===== config.mk =====
export PLATFORM = sky130hd
export DESIGN_NAME = pwr_slot_seq
export DESIGN_NICKNAME = d
export VERILOG_FILES = /design/src/rtl/pwr_slot_seq_pkg.sv /design/src/rtl/pwr_gap_timer.sv /design/src/rtl/pwr_slot_fsm.sv /design/src/rtl/pwr_rail_gate.sv /design/src/rtl/pwr_slot_seq.sv
export SDC_FILE = /design/constraint.sdc
export NUM_CORES = 1
export LEC_CHECK = 0
export BUFFER_PORTS_ARGS = -buffer_cell sky130_fd_sc_hd__buf_2
export CAP_MARGIN = 20
export CELL_PAD_IN_SITES_DETAIL_PLACEMENT = 0
export CELL_PAD_IN_SITES_GLOBAL_PLACEMENT = 1
export CORE_MARGIN = 3
export CORE_UTILIZATION = 50
export CTS_BUF_LIST = sky130_fd_sc_hd__clkbuf_2
export DETAILED_ROUTE_END_ITERATION = 10
export PLACE_DENSITY = 0.87
export SETUP_SLACK_MARGIN = 0.05
export SYNTH_ARGS = -nofsm -noshare
export SYNTH_HDL_FRONTEND = slang
export SYNTH_HIERARCHICAL = 1
export SYNTH_SLANG_ARGS = --single-unit

===== constraint.sdc =====
create_clock -name clk_i -period 4.4 [get_ports clk_i]
set_input_delay 0.44 -clock clk_i [delete_from_list [all_inputs] [get_ports clk_i]]
set_output_delay 0.44 -clock clk_i [all_outputs]
set_load 0.01 [all_outputs]

===== src/rtl/pwr_slot_seq_pkg.sv =====
package pwr_slot_seq_pkg;

  typedef enum logic [1:0] {
    LEN_ZERO  = 2'b00,
    LEN_SHORT = 2'b01,
    LEN_MID   = 2'b10,
    LEN_LONG  = 2'b11
  } slot_len_e;

  typedef enum logic [1:0] {
    ST_IDLE = 2'd0,
    ST_RUN  = 2'd1,
    ST_DONE = 2'd2
  } seq_state_e;

  localparam int unsigned TICKS_LONG   = 64;
  localparam int unsigned TICKS_EXTRA  = 2;
  localparam int unsigned TICKS_MID    = 16;
  localparam int unsigned TICKS_SHORT  = 7;
  localparam int unsigned TICKS_MAXGAP = TICKS_LONG + TICKS_EXTRA;

  // zero-length gap still needs one tick to advance
  function automatic logic [7:0] gap_ticks(slot_len_e code, logic first);
    unique case (code)
      LEN_LONG:  gap_ticks = first ? 8'(TICKS_MAXGAP) : 8'(TICKS_LONG);
      LEN_MID:   gap_ticks = 8'(TICKS_MID);
      LEN_SHORT: gap_ticks = 8'(TICKS_SHORT);
      default:   gap_ticks = 8'd1;
    endcase
  endfunction

endpackage


===== src/rtl/pwr_gap_timer.sv =====
module pwr_gap_timer
  import pwr_slot_seq_pkg::*;
(
  input  logic      clk_i,
  input  logic      rst_ni,
  input  logic      run_i,
  input  logic      first_i,
  input  logic      tick_i,
  input  slot_len_e code_i,
  output logic      step_o
);
  localparam int unsigned CNT_W = $clog2(TICKS_MAXGAP + 1);

  logic [CNT_W-1:0] cnt_q, cnt_nxt, target;

  assign target  = CNT_W'(gap_ticks(code_i, first_i));
  assign cnt_nxt = cnt_q + 1'b1;
  assign step_o  = run_i && tick_i && (cnt_nxt == target);

  always_ff @(posedge clk_i or negedge rst_ni) begin
    if (!rst_ni)                cnt_q <= '0;
    else if (!run_i || step_o)  cnt_q <= '0;
    else if (tick_i)            cnt_q <= cnt_nxt;
  end

  AST_CNT_BELOW_TARGET: assert property (@(posedge clk_i) disable iff (!rst_ni)
    run_i |-> cnt_q < target);

endmodule


===== src/rtl/pwr_slot_fsm.sv =====
module pwr_slot_fsm
  import pwr_slot_seq_pkg::*;
#(
  parameter int unsigned SLOT_W   = 4,
  parameter int unsigned MAX_SLOT = 8
) (
  input  logic              clk_i,
  input  logic              rst_ni,
  input  logic              req_i,
  input  logic              step_i,
  output logic              load_o,
  output logic              run_o,
  output logic              active_o,
  output logic [SLOT_W-1:0] slot_o,
  output logic              done_o
);
  localparam logic [SLOT_W-1:0] LAST = SLOT_W'(MAX_SLOT);

  seq_state_e        state_q, state_d;
  logic [SLOT_W-1:0] slot_q, slot_d;

  always_comb begin
    state_d = state_q;
    slot_d  = slot_q;
    unique case (state_q)
      ST_IDLE: if (req_i) begin
        state_d = ST_RUN;
        slot_d  = '0;
      end
      ST_RUN: begin
        if (!req_i) begin
          state_d = ST_IDLE;
          slot_d  = '0;
        end else if (step_i) begin
          slot_d = slot_q + 1'b1;
          if (slot_d == LAST) state_d = ST_DONE;
        end
      end
      default: if (!req_i) begin
        state_d = ST_IDLE;
        slot_d  = '0;
      end
    endcase
  end

  always_ff @(posedge clk_i or negedge rst_ni) begin
    if (!rst_ni) begin
      state_q <= ST_IDLE;
      slot_q  <= '0;
    end else begin
      state_q <= state_d;
      slot_q  <= slot_d;
    end
  end

  assign load_o   = (state_q == ST_IDLE) && req_i;
  assign run_o    = (state_q == ST_RUN);
  assign active_o = (state_q != ST_IDLE);
  assign done_o   = (state_q == ST_DONE);
  assign slot_o   = slot_q;

  AST_SLOT_BOUND: assert property (@(posedge clk_i) disable iff (!rst_ni)
    slot_q <= LAST);
  AST_SLOT_STEP: assert property (@(posedge clk_i) disable iff (!rst_ni)
    (slot_q != $past(slot_q)) && (slot_q != '0) |-> slot_q == $past(slot_q) + 1'b1);

endmodule


===== src/rtl/pwr_rail_gate.sv =====
module pwr_rail_gate #(
  parameter int unsigned N_RAILS  = 6,
  parameter int unsigned SLOT_W   = 4,
  parameter int unsigned MAX_SLOT = 8
) (
  input  logic                      active_i,
  input  logic [SLOT_W-1:0]         cur_slot_i,
  input  logic [N_RAILS*SLOT_W-1:0] cfg_slot_i,
  output logic [N_RAILS-1:0]        en_o
);
  localparam logic [SLOT_W-1:0] LAST = SLOT_W'(MAX_SLOT);

  for (genvar r = 0; r < N_RAILS; r++) begin : g_rail
    logic [SLOT_W-1:0] s;
    assign s       = cfg_slot_i[r*SLOT_W +: SLOT_W];
    assign en_o[r] = active_i && (s != '0) && (s <= LAST) && (s <= cur_slot_i);
  end

endmodule


===== src/rtl/pwr_slot_seq.sv =====
module pwr_slot_seq
  import pwr_slot_seq_pkg::*;
#(
  parameter int unsigned N_RAILS  = 6,
  parameter int unsigned SLOT_W   = 4,
  parameter int unsigned MAX_SLOT = 8
) (
  input  logic                      clk_i,
  input  logic                      rst_ni,
  input  logic                      tick_i,
  input  logic                      pwr_req_i,
  input  logic [1:0]                slot_len_i,
  input  logic [N_RAILS*SLOT_W-1:0] rail_slot_i,
  output logic [N_RAILS-1:0]        rail_en_o,
  output logic [SLOT_W-1:0]         cur_slot_o,
  output logic                      done_o
);
  localparam logic [SLOT_W-1:0] LAST = SLOT_W'(MAX_SLOT);

  slot_len_e                 len_q;
  logic [N_RAILS*SLOT_W-1:0] cfg_slot_q;
  logic                      load, run, active, step;

  always_ff @(posedge clk_i or negedge rst_ni) begin
    if (!rst_ni) begin
      len_q      <= LEN_LONG;
      cfg_slot_q <= '0;
    end else if (load) begin
      len_q      <= slot_len_e'(slot_len_i);
      cfg_slot_q <= rail_slot_i;
    end
  end

  pwr_gap_timer u_timer (
    .clk_i   (clk_i),
    .rst_ni  (rst_ni),
    .run_i   (run),
    .first_i (cur_slot_o == '0),
    .tick_i  (tick_i),
    .code_i  (len_q),
    .step_o  (step)
  );

  pwr_slot_fsm #(.SLOT_W(SLOT_W), .MAX_SLOT(MAX_SLOT)) u_fsm (
    .clk_i    (clk_i),
    .rst_ni   (rst_ni),
    .req_i    (pwr_req_i),
    .step_i   (step),
    .load_o   (load),
    .run_o    (run),
    .active_o (active),
    .slot_o   (cur_slot_o),
    .done_o   (done_o)
  );

  pwr_rail_gate #(.N_RAILS(N_RAILS), .SLOT_W(SLOT_W), .MAX_SLOT(MAX_SLOT)) u_gate (
    .active_i   (active),
    .cur_slot_i (cur_slot_o),
    .cfg_slot_i (cfg_slot_q),
    .en_o       (rail_en_o)
  );

  AST_CLEAR_ON_DROP: assert property (@(posedge clk_i) disable iff (!rst_ni)
    !pwr_req_i |=> (rail_en_o == '0) && (cur_slot_o == '0) && !done_o);
  AST_DONE_AT_LAST: assert property (@(posedge clk_i) disable iff (!rst_ni)
    done_o |-> cur_slot_o == LAST);
  AST_EN_HELD: assert property (@(posedge clk_i) disable iff (!rst_ni)
    pwr_req_i |=> (rail_en_o & $past(rail_en_o)) == $past(rail_en_o));
  AST_TICK_DRIVES: assert property (@(posedge clk_i) disable iff (!rst_ni)
    (cur_slot_o != $past(cur_slot_o)) && (cur_slot_o != '0) |-> $past(tick_i));

endmodule


==> results.py, run 1 <==
metrics = {
    "outcome": {
        "status": "complete, no violations",
    },
    "die": {
        "core_um2": 5170,
        "die_height_um": 79.5,
        "ios": 41,
        "design.die.area_um2": 6320,
        "start_util_pct": 52.2,
        "die_x_um": 79.5,
        "rows": 26,
    },
    "routing": {
        "totalWireLength_um": 5210,
        "drc": 0,
        "drt_pass1_iterations": 4,
        "wire_per_inst_um": 14.5,
        "vias_per_cell": 5.36,
        "drt-initial-drc-count": 66,
        "ant_nets": 0,
        "vias": 1930,
    },
    "placement": {
        "dp_hpwl_um": 3820,
        "gp_congestion": 0.813,
        "port_buffers": 40,
        "dp.cells": 352,
    },
    "sta": {
        "tns_ns": 0,
        "finalCriticalPeriod_ns": 2.58,
        "grt_setup_unrepaired": "false",
        "fmaxAchievable_mhz": 387,
        "max_slew_margin_pct": 31.1,
        "whs_ns": 0.144,
        "timing.final.crit_share_pct": 58.7,
        "finalSetupViolCount": 0,
        "clock-skew-final_ns": 0.00749,
        "tightestPinTransition_ns": 1.03,
        "hold_violations": 0,
        "maxSlewViolCount": 0,
    },
    "global_route": {
        "grt_pass1_wl_um": 8850,
        "grt_max_degree": 40,
        "grt_pass1_vias": 1923,
        "grt-ovfl-total": 0,
        "antenna_found_initial": 0,
        "grt_util_all_layers_pct": 17.7,
    },
    "logic_synthesis": {
        "synthCells": 249,
        "synth_edf_count": 0,
        "synth.ff_latch_count": 39,
        "synth_flop_cell": "dfrtp_1",
        "syn_nets": 305,
        "synth_cell_type_count": 46,
        "async_flop_share_pct": 100,
        "syn_avg_cell_area_um2": 10.8,
        "yosysSeqAreaShare_pct": 36.3,
        "yosysWarnings": 6,
        "syn_area_um2": 2700,
    },
    "worst_setup_path": {
        "crit_required_ns": 4.73,
        "worstPathMaxFanout": 6,
        "critPathLaunchType": "register",
        "critPathKind": "reg -> reg",
        "crit_arrival_ns": 2.91,
        "endpoint_kind": "register",
    },
    "clocking": {
        "cts_setup_buffers": 0,
        "root_buffer": "clkbuf_2",
        "cts_hold_buf": 0,
        "cts_buffers": 5,
        "cts_tree": "done",
        "clkLatencyLatePin_ns": 0.38,
        "cts-htree-levels": 2,
        "clock-sinks": 39,
        "cts.path.max_buffers": 2,
        "cts_resized": 0,
        "path_clk_slew_ns": 0.19,
    },
    "power_and_ir_drop": {
        "peakVddDrop_mv": 0.170,
        "p_leak_nw": 1.37,
        "powerDensity_nw_per_um2": 283,
    },
    "run": {
        "cap_viol_max_count": 0,
    },
    "worst_hold_path": {
        "hold_class": "in -> async",
    },
    "layout": {
        "fin_cells": 360,
        "drive_gt1_share_pct": 31.0,
        "final_nets": 345,
        "syn2layout_area_growth_pct": 9.64,
        "antenna_cells": 0,
    },
}
-- per-layer routing --
layer	global-route usage (%)	share of wire, %	vias to the layer above
met3	3.27	3.6	8
met4	7.22	1.2	0
met2	28.9	46	36
met1	23.1	49	906
li1	-	-	980
met5	0	0	-
-- area by class of cell --
type	count	area, µm²
fillers	463	2210
multi-input cells	184	1580
flip-flops and latches	39	978
repair buffers	40	200
well taps	70	87.6
inverters	19	71.3
clock buffers	8	40.0
-- worst max-delay path, stage by stage (launching register included) --
cell and delay, ns:
dfrtp_1 0.49, ha_1 0.39, nand3b_1 0.10, a211oi_1 0.26
o2111a_2 0.30, and2_1 0.20, nand4_1 0.15, or4b_1 0.56
o211ai_2 0.09
-- cell families after synthesis --
logic type,share of synthesized area [%]
and+or+nand+nor,14.1
adders and majority gates,12.1
AOI/OAI and AO/OA,11.6
muxes,14.0
buffers and inverters,5.42
DFF,36.3
xor gates and xnor gates,6.58
-- where the power goes --
group          internal (mW)  switching (mW)  total [mW]
clock                 0.0469           0.116       0.163
combinational          0.129          0.0998       0.229
sequential             0.399          0.0473       0.446
total                  0.575           0.264       0.838
-- synthesized netlist by cell type, types with 2 or more instances --
library cell	count	area share, %
o21ai_0	8	1.5
dfrtp_1	37	34
nor3_2	6	2.2
nand3b_1	2	0.56
a211oi_1	6	1.7
mux2_4	20	11
nor2_1	7	0.97
nand4_1	10	2.3
and2_1	2	0.46
buf_6	2	0.83
nand2_1	22	3.1
a21oi_1	20	3.7
mux2_2	6	2.5
dfstp_2	2	1.9
buf_12	2	1.5
o22ai_1	3	0.70
inv_1	19	2.6
and2b_1	2	0.56
nor2b_1	2	0.46
ha_1	26	12
a31oi_1	2	0.46
xnor2_1	8	2.6
nand3_1	3	0.56
xor2_1	7	2.3
clkbuf_1	2	0.28
nand2b_1	2	0.46
a32oi_1	2	0.65
-- cell usage in the layout (no fill, tap or decap), types with 2 or more instances in the layout --
master / Yosys / layout
mux2_2: 6 / 6
xor2_1: 7 / 7
and2_1: 2 / 2
o21ai_0: 8 / 8
dfrtp_1: 37 / 37
nor2_1: 7 / 6
a21oi_1: 20 / 20
o22ai_1: 3 / 3
and2b_1: 2 / 2
dfstp_2: 2 / 2
buf_2: 1 / 40
nand2_1: 22 / 22
nand2b_1: 2 / 2
nand4_1: 10 / 10
nand3b_1: 2 / 2
inv_1: 19 / 19
ha_1: 26 / 26
a32oi_1: 2 / 2
nand3_1: 3 / 3
nor2b_1: 2 / 2
clkbuf_2: 0 / 8
mux2_4: 20 / 20
xnor2_1: 8 / 8
nor3_2: 6 / 6
a211oi_1: 6 / 6
a31oi_1: 2 / 2
-- registers in the layout (all words and copies together), names as in the netlist --
name / flops
len_q: 2
u_fsm/state_q: 2
u_fsm/slot_o: 4
u_timer/cnt_q: 7
cfg_slot_q: 24
-- metrics by stage --
stage / util, % / instance area [µm²] / setup slack [ns] / power (mW)
after floorplan: - / 2700 / 2.09 / 0.622
after global placement: 56.4 / 2920 / 1.95 / 0.677
after detailed placement: 56.4 / 2920 / 1.88 / 0.684
after CTS: 57.2 / 2960 / 1.82 / 0.850
after global routing: 57.2 / 2960 / 1.57 / 0.898
final: 57.2 / 2960 / 1.82 / 0.838
-- worst paths after layout --
kind                                    end  slack [ns]  depth (start not counted)        startpoint
max                         u_fsm/slot_o[3]        1.82                          8  u_timer/cnt_q[0]
min                        u_fsm/state_q[1]        0.14                          1            rst_ni
max reg2reg                 u_fsm/slot_o[3]        1.82                          8  u_timer/cnt_q[0]
min reg2reg                   cfg_slot_q[9]        0.59                          1     cfg_slot_q[9]
max in group asynchronous     cfg_slot_q[4]        3.70                          1            rst_ni
min in group clk_i           cfg_slot_q[14]        0.26                          2   rail_slot_i[14]
(Power assumes the default switching activity.)
==> run 2, diff against run 1 <==
Settings changed: CORE_UTILIZATION 50 to 47, PLACE_DENSITY 0.87 to 0.82.
Clock period 4.4 ns to 2.46 ns, I/O delays scaled along.
==> run 2 against run 1 <==
  * Utilization is 1.8 points higher
  * Highest routed layer unchanged
  * First-iteration DRC count is 1.5% lower
  * Setup slack worse by 1.7 ns
  * Total power is 84% higher
  * Register-to-register slack worse by 1.7 ns
  * Critical path type is now reg -> out
  * Via count is 4.2% higher
  * Routed wire length is 7.3% higher
  * Non-clock buffer count is 14 higher
  * Final area is 6.4% higher
==> results.py, run 2 (same netlist as run 1, synthesis figures left out) <==
metrics = {
    "power_and_ir_drop": {
        "internal_power_mw": 1.04,
        "power_frac_clock_pct": 19.1,
        "p_leak_nw": 1.44,
        "total_power_mw": 1.54,
        "p_seq_share_pct": 51.6,
        "powerDensity_nw_per_um2": 489,
        "power.switching_mw": 0.498,
        "swShare_pct": 32.3,
        "comb_power_share_pct": 29.3,
        "peakVddDrop_mv": 0.303,
    },
    "sta": {
        "max_slew_margin_pct": 39.9,
        "clock-skew-final_ns": 0.0226,
        "timing.final.crit_share_pct": 96.9,
        "finalSetupViolCount": 0,
        "grt_setup_unrepaired": "true",
        "fmaxAchievable_mhz": 420,
        "maxSlewViolCount": 0,
        "tightestPinTransition_ns": 0.902,
        "hold_violations": 0,
        "whs_ns": 0.0610,
        "finalCriticalPeriod_ns": 2.38,
    },
    "layout": {
        "fin_cells": 374,
        "syn2layout_area_growth_pct": 16.6,
        "antenna_cells": 0,
        "nFillCells": 485,
        "layout_commonest_cell": "buf_2",
        "regMostFlops": "cfg_slot_q",
        "drive_gt1_share_pct": 35.9,
        "final_nets": 359,
        "final_area_um2": 3150,
        "layout_common_cells": "buf_2 (40), dfrtp_1 (37), nand2_1 (22), ha_1 (22)",
        "largest_reg_flops": 24,
    },
    "worst_setup_path": {
        "worstPathMaxFanout": 7,
        "crit_slowest_cell": "dfrtp_1",
        "critPathKind": "reg -> out",
        "cpMostUsedCell": "a21oi_1",
        "crit_required_ns": 2.21,
        "critPathBufInv": 3,
        "rrSetupSlack_ns": 0.14,
        "endpoint_kind": "primary output",
        "critPathLaunchType": "register",
        "critPathMaxStageDelay_ns": 0.39,
        "cp_top_family": "buffers and inverters",
        "crit_arrival_ns": 2.14,
        "crit_chain": "buf_4, clkinvlp_4, ha_1, a21oi_1, o21ai_0, a21oi_1, buf_2",
    },
    "global_route": {
        "grt_pass1_wl_um": 9260,
        "grt_util_all_layers_pct": 18.0,
        "grt-ovfl-total": 0,
        "grt_max_degree": 40,
        "antenna_found_initial": 0,
        "grt_pass1_vias": 1969,
    },
    "routing": {
        "wire_per_inst_um": 14.9,
        "drt-initial-drc-count": 65,
        "drc": 0,
        "ant_nets": 0,
        "totalWireLength_um": 5590,
        "drt_pass1_iterations": 4,
        "vias_per_cell": 5.38,
        "vias": 2012,
    },
    "die": {
        "core_um2": 5340,
        "design.die.area_um2": 6690,
        "ios": 41,
        "rows": 26,
        "start_util_pct": 50.6,
        "die_height_um": 81.8,
        "die_x_um": 81.8,
    },
    "clocking": {
        "cts_buffers": 5,
        "root_buffer": "clkbuf_2",
        "clock-sinks": 39,
        "cts-htree-levels": 2,
        "cts.path.max_buffers": 2,
        "path_clk_slew_ns": 0.22,
        "clkLatencyLatePin_ns": 0.39,
        "cts_tree": "done",
    },
    "placement": {
        "post_dp_cell_area_um2": 3000,
        "dp.cells": 361,
        "dp_hpwl_um": 3920,
        "port_buffers": 40,
        "gp_congestion": 0.808,
    },
    "worst_hold_path": {
        "hold_class": "in -> reg",
    },
    "run": {
        "cap_viol_max_count": 0,
    },
    "outcome": {
        "status": "complete, no violations",
    },
}
==> run 2: cell count changes in the layout (fill, tap and decap cells not counted), moves of 2 or more <==
cell        previous run  this run
inv_1                 19        17
clkinvlp_4             0         2
clkbuf_2               8         6
buf_4                  0        11
ha_4                   0         4
ha_1                  26        22
==> run 2: stage by stage <==
step | util (%) | setup TNS, ns | setup slack, ns
after floorplan | - | 0 | 0.151
after global placement | 56.2 | 0 | 0.149
after detailed placement | 56.2 | 0 | 0.0865
after CTS | 57.3 | 0 | 0.0508
after global routing | 59.0 | -0.0416 | -0.0346
final | 59.0 | 0 | 0.0764
==> run 2: routing by layer <==
metal  global-route usage, %  up-vias  part of all wire [%]
met3                    3.95        4                   3.8
met4                    4.49        0                  0.98
met5                       0        -                     0
li1                        -     1006                     -
met2                    29.2       34                    47
met1                    24.5      968                    48
==> run 2: worst reg2reg max path: cells and delay by family (launching register included) <==
family	cells	cell delay [ns]
compound gates	3	0.55
simple gates	4	0.92
flops	1	0.47
fa+ha+maj	1	0.30
==> run 2: power groups by stage <==
stage / combinational (mW) / clock [mW] / sequential, mW
final: 0.451 / 0.295 / 0.794
after global routing: 0.507 / 0.339 / 0.808
after CTS: 0.437 / 0.307 / 0.791
after detailed placement: 0.430 / 0 / 0.804
after global placement: 0.417 / 0 / 0.802
after floorplan: 0.326 / 0 / 0.786
==> run 2: layout make-up <==
class	instances	area, µm²	share of cell area (%)
inverters	19	78.8	2.50
multi-input cells	184	1640	52.0
clock inverters	2	12.5	0.397
flip-flops and latches	39	978	31.1
clock buffers	6	30.0	0.954
repair buffers	54	324	10.3
well taps	70	87.6	2.78
==> run 2: path summary, 6_finish.rpt <==
kind | startpoint | depth (start not counted) | endpoint
setup / recovery | u_fsm/slot_o[1] | 7 | rail_en_o[0]
hold / removal | rail_slot_i[17] | 2 | cfg_slot_q[17]
setup reg to reg | u_timer/cnt_q[1] | 8 | u_fsm/slot_o[3]
hold reg to reg | cfg_slot_q[0] | 1 | cfg_slot_q[0]
max in group asynchronous | rst_ni | 2 | u_fsm/slot_o[0]
min in group asynchronous | rst_ni | 2 | cfg_slot_q[15]
==> run 2: what timing repair did <==
action                                 4_1_cts  5_1_grt
setup buffers                                1        3
setup endpoints to repair                    1        9
resized for setup                            0        8
cloned                                       0        0
hold buffers                                 1        0
pin swaps                                    0        1
endpoints found under the hold margin       37        0
